===== config.mk =====
export PLATFORM = sky130hd
export DESIGN_NAME = intack_seq
export DESIGN_NICKNAME = d
export VERILOG_FILES = /design/src/rtl/intack_pkg.sv /design/src/rtl/intack_seq_fsm.sv /design/src/rtl/intack_bus_ctl.sv /design/src/rtl/intack_type_cap.sv /design/src/rtl/intack_hold_arb.sv /design/src/rtl/intack_seq.sv
export SDC_FILE = /design/constraint.sdc
export NUM_CORES = 1
export LEC_CHECK = 0
export ABC_AREA = 1
export BUFFER_PORTS_ARGS = -buffer_cell sky130_fd_sc_hd__buf_2
export CORE_AREA = 8 8 52 54
export DETAILED_ROUTE_END_ITERATION = 8
export DIE_AREA = 0 0 60 62
export PLACE_DENSITY_LB_ADDON = 0.3
export SLEW_MARGIN = 20
export SYNTH_ARGS = -nofsm -noshare
export SYNTH_HDL_FRONTEND = slang
export SYNTH_SLANG_ARGS = --single-unit

===== constraint.sdc =====
create_clock -name clk -period 1.73 [get_ports clk]
set_input_delay 0.2595 -clock clk [delete_from_list [all_inputs] [get_ports clk]]
set_output_delay 0.2595 -clock clk [all_outputs]
set_load 0.01 [all_outputs]

===== src/rtl/intack_pkg.sv =====
// Package: shared parameters and the bus-state type of the interrupt
// acknowledge sequencer. Assumes four clock states per bus cycle.
package intack_pkg;
    parameter int TYPE_W     = 8;  // width of the interrupt type byte
    parameter int ENTRY_LOG2 = 2;  // log2 of bytes per vector entry
    parameter int ACK_CYCLES = 2;  // acknowledge cycles per response
    localparam int CYC_W  = (ACK_CYCLES > 1) ? $clog2(ACK_CYCLES) : 1;
    localparam int ADDR_W = TYPE_W + ENTRY_LOG2;

    typedef enum logic [1:0] {
        ST_T1 = 2'd0,
        ST_T2 = 2'd1,
        ST_T3 = 2'd2,
        ST_T4 = 2'd3
    } tstate_e;
endpackage


===== src/rtl/intack_seq_fsm.sv =====
// Module: state counter of the acknowledge sequence. It walks T1..T4 for
// each of ACK_CYCLES bus cycles with no idle state between them.
// Assumes accept_i is only raised while idle.
module intack_seq_fsm
    import intack_pkg::*;
(
    input  logic             clk,
    input  logic             rst_n,
    input  logic             accept_i,
    output logic             busy_o,
    output logic [CYC_W-1:0] cyc_o,
    output tstate_e          tst_o,
    output logic             last_o
);
    localparam logic [CYC_W-1:0] LAST_CYC = CYC_W'(ACK_CYCLES - 1);

    logic             busy_q;
    logic [CYC_W-1:0] cyc_q;
    tstate_e          tst_q;

    // Advance through bus states; leave busy after the last T4.
    always_ff @(posedge clk) begin
        if (!rst_n) begin
            busy_q <= 1'b0;
            cyc_q  <= '0;
            tst_q  <= ST_T1;
        end else if (!busy_q) begin
            if (accept_i) begin
                busy_q <= 1'b1;
                cyc_q  <= '0;
                tst_q  <= ST_T1;
            end
        end else if (tst_q == ST_T4) begin
            tst_q <= ST_T1;
            if (cyc_q == LAST_CYC) begin
                busy_q <= 1'b0;
                cyc_q  <= '0;
            end else begin
                cyc_q <= cyc_q + 1'b1;
            end
        end else begin
            tst_q <= tstate_e'(tst_q + 2'd1);
        end
    end

    // Flag the final state of the final cycle.
    always_comb last_o = busy_q && (cyc_q == LAST_CYC) && (tst_q == ST_T4);

    assign busy_o = busy_q;
    assign cyc_o  = cyc_q;
    assign tst_o  = tst_q;

    // the sequence keeps running until its final state.
    p_no_gap_r3: assert property (@(posedge clk) disable iff (!rst_n)
        busy_q && !last_o |=> busy_q);
    // a running sequence is never restarted from its first state.
    p_no_restart_r7: assert property (@(posedge clk) disable iff (!rst_n)
        busy_q && !last_o |=> !(cyc_q == '0 && tst_q == ST_T1));
endmodule


===== src/rtl/intack_bus_ctl.sv =====
// Module: decodes the bus state into the acknowledge strobe, cycle select,
// lock span and type-capture enable. Purely combinational from the
// registered state, so the outputs do not depend on inputs.
module intack_bus_ctl
    import intack_pkg::*;
(
    input  logic             clk,
    input  logic             rst_n,
    input  logic             busy_i,
    input  logic [CYC_W-1:0] cyc_i,
    input  tstate_e          tst_i,
    output logic             ack_o,
    output logic             ack_sel_o,
    output logic             lock_o,
    output logic             cap_en_o
);
    localparam logic [CYC_W-1:0] LAST_CYC = CYC_W'(ACK_CYCLES - 1);

    logic first_c, last_c, mid_c;

    // Classify the running cycle.
    always_comb begin
        first_c = (cyc_i == '0);
        last_c  = (cyc_i == LAST_CYC);
        mid_c   = !first_c && !last_c;
    end

    // Strobe, lock window and capture point.
    always_comb begin
        ack_o     = busy_i && (tst_i == ST_T2 || tst_i == ST_T3);
        ack_sel_o = busy_i && !first_c;
        lock_o    = busy_i && ((first_c && tst_i != ST_T1) || mid_c ||
                               (last_c && !first_c &&
                                (tst_i == ST_T1 || tst_i == ST_T2)));
        cap_en_o  = busy_i && last_c && (tst_i == ST_T3);
    end

    // lock rises together with the first cycle's strobe.
    p_lock_rise_r4: assert property (@(posedge clk) disable iff (!rst_n)
        $rose(lock_o) |-> ack_o && !ack_sel_o);
    // lock drops only after the last cycle's strobe has started.
    p_lock_fall_r4: assert property (@(posedge clk) disable iff (!rst_n)
        $fell(lock_o) |-> $past(ack_o) && $past(ack_sel_o));
    // no acknowledge strobe outside a sequence.
    p_ack_busy_r3: assert property (@(posedge clk) disable iff (!rst_n)
        ack_o |-> busy_i);
endmodule


===== src/rtl/intack_type_cap.sv =====
// Module: captures the type byte at the end of T3 of the last cycle and
// issues the scaled table address with a one-clock done strobe.
// Assumes cap_en_i precedes last_i by one clock.
module intack_type_cap
    import intack_pkg::*;
(
    input  logic              clk,
    input  logic              rst_n,
    input  logic              cap_en_i,
    input  logic              last_i,
    input  logic [TYPE_W-1:0] data_i,
    output logic              done_o,
    output logic [ADDR_W-1:0] addr_o
);
    logic [TYPE_W-1:0] type_q;
    logic              done_q;
    logic [ADDR_W-1:0] addr_q;

    // Hold the type byte from the data bus.
    always_ff @(posedge clk) begin
        if (!rst_n)        type_q <= '0;
        else if (cap_en_i) type_q <= data_i;
    end

    // Publish the entry address and pulse done after the last state.
    always_ff @(posedge clk) begin
        if (!rst_n) begin
            done_q <= 1'b0;
            addr_q <= '0;
        end else begin
            done_q <= last_i;
            if (last_i) addr_q <= {type_q, {ENTRY_LOG2{1'b0}}};
        end
    end

    assign done_o = done_q;
    assign addr_o = addr_q;

    // done lasts one clock.
    p_done_single_r6: assert property (@(posedge clk) disable iff (!rst_n)
        done_q |=> !done_q);
    // the address only moves together with done.
    p_addr_stable_r6: assert property (@(posedge clk) disable iff (!rst_n)
        !done_q |-> $stable(addr_q));
endmodule


===== src/rtl/intack_hold_arb.sv =====
// Module: local bus hold grant. Follows the request one clock late while
// idle, and defers it across the whole acknowledge sequence.
// Assumes accept_i is start already qualified by idle and not granted.
module intack_hold_arb (
    input  logic clk,
    input  logic rst_n,
    input  logic hold_req_i,
    input  logic busy_i,
    input  logic last_i,
    input  logic accept_i,
    output logic gnt_o
);
    logic gnt_q;

    // Register the grant; block it inside the sequence and on a start.
    always_ff @(posedge clk) begin
        if (!rst_n)                  gnt_q <= 1'b0;
        else if (busy_i && !last_i)  gnt_q <= 1'b0;
        else if (accept_i)           gnt_q <= 1'b0;
        else                         gnt_q <= hold_req_i;
    end

    assign gnt_o = gnt_q;

    // no grant in a clock that follows a non-final sequence state.
    p_gnt_deferred_r8: assert property (@(posedge clk) disable iff (!rst_n)
        busy_i && !last_i |=> !gnt_q);
    // a starting sequence never sees a grant next clock.
    p_start_wins_r10: assert property (@(posedge clk) disable iff (!rst_n)
        accept_i |=> !gnt_q);
endmodule


===== src/rtl/intack_seq.sv =====
// Module: top of the interrupt acknowledge bus sequencer. It ties the state
// counter, bus decode, type capture and hold arbiter together.
// Assumes start_i is a level the core holds until it sees busy.
module intack_seq
    import intack_pkg::*;
(
    input  logic              clk,
    input  logic              rst_n,
    input  logic              start_i,
    input  logic [TYPE_W-1:0] data_i,
    input  logic              hold_req_i,
    output logic              busy_o,
    output logic              ack_o,
    output logic              ack_sel_o,
    output logic              lock_o,
    output logic              hold_gnt_o,
    output logic              done_o,
    output logic [ADDR_W-1:0] vec_addr_o
);
    logic             busy, last, accept, cap_en, gnt;
    logic [CYC_W-1:0] cyc;
    tstate_e          tst;

    // Take a start only when idle and the bus is not given away.
    always_comb accept = start_i && !busy && !gnt;

    intack_seq_fsm u_fsm (
        .clk     (clk),
        .rst_n   (rst_n),
        .accept_i(accept),
        .busy_o  (busy),
        .cyc_o   (cyc),
        .tst_o   (tst),
        .last_o  (last)
    );

    intack_bus_ctl u_bus (
        .clk      (clk),
        .rst_n    (rst_n),
        .busy_i   (busy),
        .cyc_i    (cyc),
        .tst_i    (tst),
        .ack_o    (ack_o),
        .ack_sel_o(ack_sel_o),
        .lock_o   (lock_o),
        .cap_en_o (cap_en)
    );

    intack_type_cap u_cap (
        .clk     (clk),
        .rst_n   (rst_n),
        .cap_en_i(cap_en),
        .last_i  (last),
        .data_i  (data_i),
        .done_o  (done_o),
        .addr_o  (vec_addr_o)
    );

    intack_hold_arb u_arb (
        .clk       (clk),
        .rst_n     (rst_n),
        .hold_req_i(hold_req_i),
        .busy_i    (busy),
        .last_i    (last),
        .accept_i  (accept),
        .gnt_o     (gnt)
    );

    assign busy_o     = busy;
    assign hold_gnt_o = gnt;

    // done follows a busy clock.
    p_done_after_busy_r6: assert property (@(posedge clk) disable iff (!rst_n)
        done_o |-> $past(busy_o));
    // leaving busy always yields a done.
    p_busy_end_done_r2: assert property (@(posedge clk) disable iff (!rst_n)
        $fell(busy_o) |-> done_o);
    // grant and busy are never both high.
    p_gnt_excl_r8: assert property (@(posedge clk) disable iff (!rst_n)
        !(hold_gnt_o && busy_o));
endmodule


==> impl_metrics.env <==
export IMPL_ctsRootBufferMaster="clkbuf_4"
export IMPL_first_pass_iters=4
export IMPL_synth_top_cell_area_share_pct=47.31
export IMPL_p_per_area_nw_per_um2=800.4
export IMPL_dieArea_um2=3720
export IMPL_post_route_period_util_pct=93.40
export IMPL_ys_ff_latch=22
export IMPL_cts_made_buffers=3
export IMPL_ant_nets=0
export IMPL_io_buffers=25
export IMPL_cts_buffer_depth=2
export IMPL_setup_viol=0
export IMPL_slew_viol_final=0
export IMPL_yosysWarnings=0
export IMPL_worstHoldPathType="input port to flip-flop"
export IMPL_dp_hpwl_mm=1.439
export IMPL_syn_inst=115
export IMPL_grt_pass1_vias=691
export IMPL_p_leak_nw=0.4723
export IMPL_fin_nets=156
export IMPL_drtIter0Drc=17
export IMPL_cp_start_kind="flip-flop"
export IMPL_cts_setup_buffers=0
export IMPL_whs_ps=174.7
export IMPL_die_h_um=62
export IMPL_syn_to_final_growth_pct=15.86
export IMPL_final_core_util_pct=56.71
export IMPL_crit_buf_inv=2
export IMPL_r2r_slack_ps=390
export IMPL_overflow=0
export IMPL_tns_ps=0
export IMPL_slew_limit_headroom_pct=61.62
export IMPL_dpl_cell_area_um2=1040
export IMPL_synth_cell_types=18
export IMPL_cp_data_arrival_time_ps=1360
export IMPL_floorplan_initialDensity_pct=48.95
export IMPL_n_antenna_cell=0
export IMPL_synth_area_top_cells="dfxtp_1 47%, a21oi_1 11%, nand2_1 10%"
export IMPL_wl_per_cell_um=11.99
export IMPL_netlist_area_um2=930.9
export IMPL_critical_path_class="flip-flop to output pin"
export IMPL_grt_max_degree=21
export IMPL_place_congestion=0.7688
export IMPL_cp_slowest_stage_delay_ps=380
export IMPL_crit_family="flip-flops"
export IMPL_placedCellCount=161
export IMPL_core_area_um2=1902
export IMPL_cp_required_ps=1470
export IMPL_num_io_pins=28
export IMPL_vias=806
export IMPL_cts_sinks=22
export IMPL_grt_usage_pct=10.78
export IMPL_fp_dieW_um=60
export IMPL_rsz0062_at_grt="false"
export IMPL_postSynthAreaPerCell_um2=8.095
export IMPL_mostFrequentLayoutCells="25 x nand2_1, 25 x buf_2, 20 x a21oi_1, 20 x dfxtp_1, 18 x nand3_1"
export IMPL_cpMaxStageDelayCell="dfxtp_2"
export IMPL_cp_max_fo=5
export IMPL_finClkSkew_ps=4.844
export IMPL_crit_path_end_kind="output pin"
export IMPL_via_per_inst=4.885
export IMPL_yosysSeqAreaShare_pct=47.31
export IMPL_synth_top_area_cell="dfxtp_1"
export IMPL_tightest_slew_ps=575.0
export IMPL_clk_pin_slew_ps=110
export IMPL_finalInstanceArea_um2=1079
export IMPL_cts_htree_levels=1
export IMPL_hold_buffers=0
export IMPL_final_instance_count_excl_fill=165
export IMPL_antenna_found_initial=0
export IMPL_period_needed_ps=1616
export IMPL_remaining_drc_errors=0
export IMPL_ir_drop_uv=375.7
export IMPL_cts_tree="done"
export IMPL_fp_row_count=16
export IMPL_status="finished clean"
export IMPL_clk_latency_ps=300
export IMPL_grt_pass1_wl_mm=3.056
export IMPL_cap_violations=0
export IMPL_path_cells="inv_1 > ha_1 > o31ai_1 > buf_2"
export IMPL_final_hold_viol_count=0
export IMPL_final_layout_size_suffix_gt1_share_pct=26.09
export IMPL_timing_fmax_mhz=618.9
export IMPL_drt_total_wl_mm=1.979
-- cell families (layout without fill, tap and decap cells) --
logic type | count (synthesis) | count (layout) | share of synthesized area [%]
AND/OR/NAND/NOR | 48 | 48 | 22.72
adder cells (fa/ha/maj) | 5 | 5 | 6.720
buffers and inverters | 16 | 38 | 10.21
flip-flops | 22 | 22 | 47.31
AO/OA/AOI/OAI | 23 | 23 | 12.64
other | 1 | 2 | 0.4028
-- repair_timing --
action                                  CTS  global route
resized for setup                         0             3
hold endpoints to repair                  0             0
endpoints found under the setup margin    0             2
-- state kept, by name (all words and copies together) (netlist names) --
signal        flops
u_cap.type_q      8
u_fsm.tst_o       2
u_cap.addr_o      8
u_fsm.busy_o      1
u_fsm.cyc_o       1
u_cap.done_o      1
u_arb.gnt_o       1
-- synth_stat cells, drive strengths merged --
library cell  instances
ha                    5
buf                   7
a21oi                20
clkbuf                2
nor2                  3
dfxtp                22
o31ai                 1
o21ai                 2
conb                  1
inv                   7
nand2                26
nand3                19
-- final cells by class --
| type | instances | area (µm²) |
|---|---|---|
| clock buffer | 4 | 36.28 |
| fill | 196 | 823.3 |
| inverter | 7 | 26.28 |
| multi-input combinational | 78 | 399.1 |
| sequential | 22 | 442.9 |
| tap | 27 | 33.78 |
| timing repair buffer | 27 | 140.1 |
-- report_power, final --
group          total [mW]  switching [mW]  internal (mW)
combinational      0.0653          0.0408         0.0245
sequential          0.522         0.00767          0.514
clock               0.276           0.148          0.128
-- routing by layer --
metal	part of all wire [%]	wire length, µm	global-route usage [%]	up-vias
met3	7.0	138	3.086	4
met5	0	0	0	-
met1	46	902	13.05	360
met2	46	914	17.69	24
li1	-	-	-	418
met4	1.2	24	4.082	0
-- path summary, 6_finish.rpt --
check | cells past startpoint | to | from
max | 4 | lock_o | u_fsm.tst_o[0]
min | 3 | u_arb.gnt_o | hold_req_i
max reg2reg | 5 | u_cap.type_q[2] | u_fsm.tst_o[0]
min reg2reg | 2 | u_cap.addr_o[8] | u_cap.addr_o[8]
-- stage by stage --
| step | power [mW] | worst slack, ps |
|---|---|---|
| after floorplan | 0.5734 | 456.2 |
| after global placement | 0.5961 | 431.3 |
| after detailed placement | 0.5979 | 362.9 |
| after CTS | 0.8688 | 16.05 |
| after global routing | 0.9095 | 15.92 |
| final | 0.8633 | 114.1 |
-- worst min-delay path, cell delays in order --
cell and delay (ps):
buf_2 90, nand2_1 50, a21oi_1 30
Note: power is estimated with default switching activity, not from simulation.
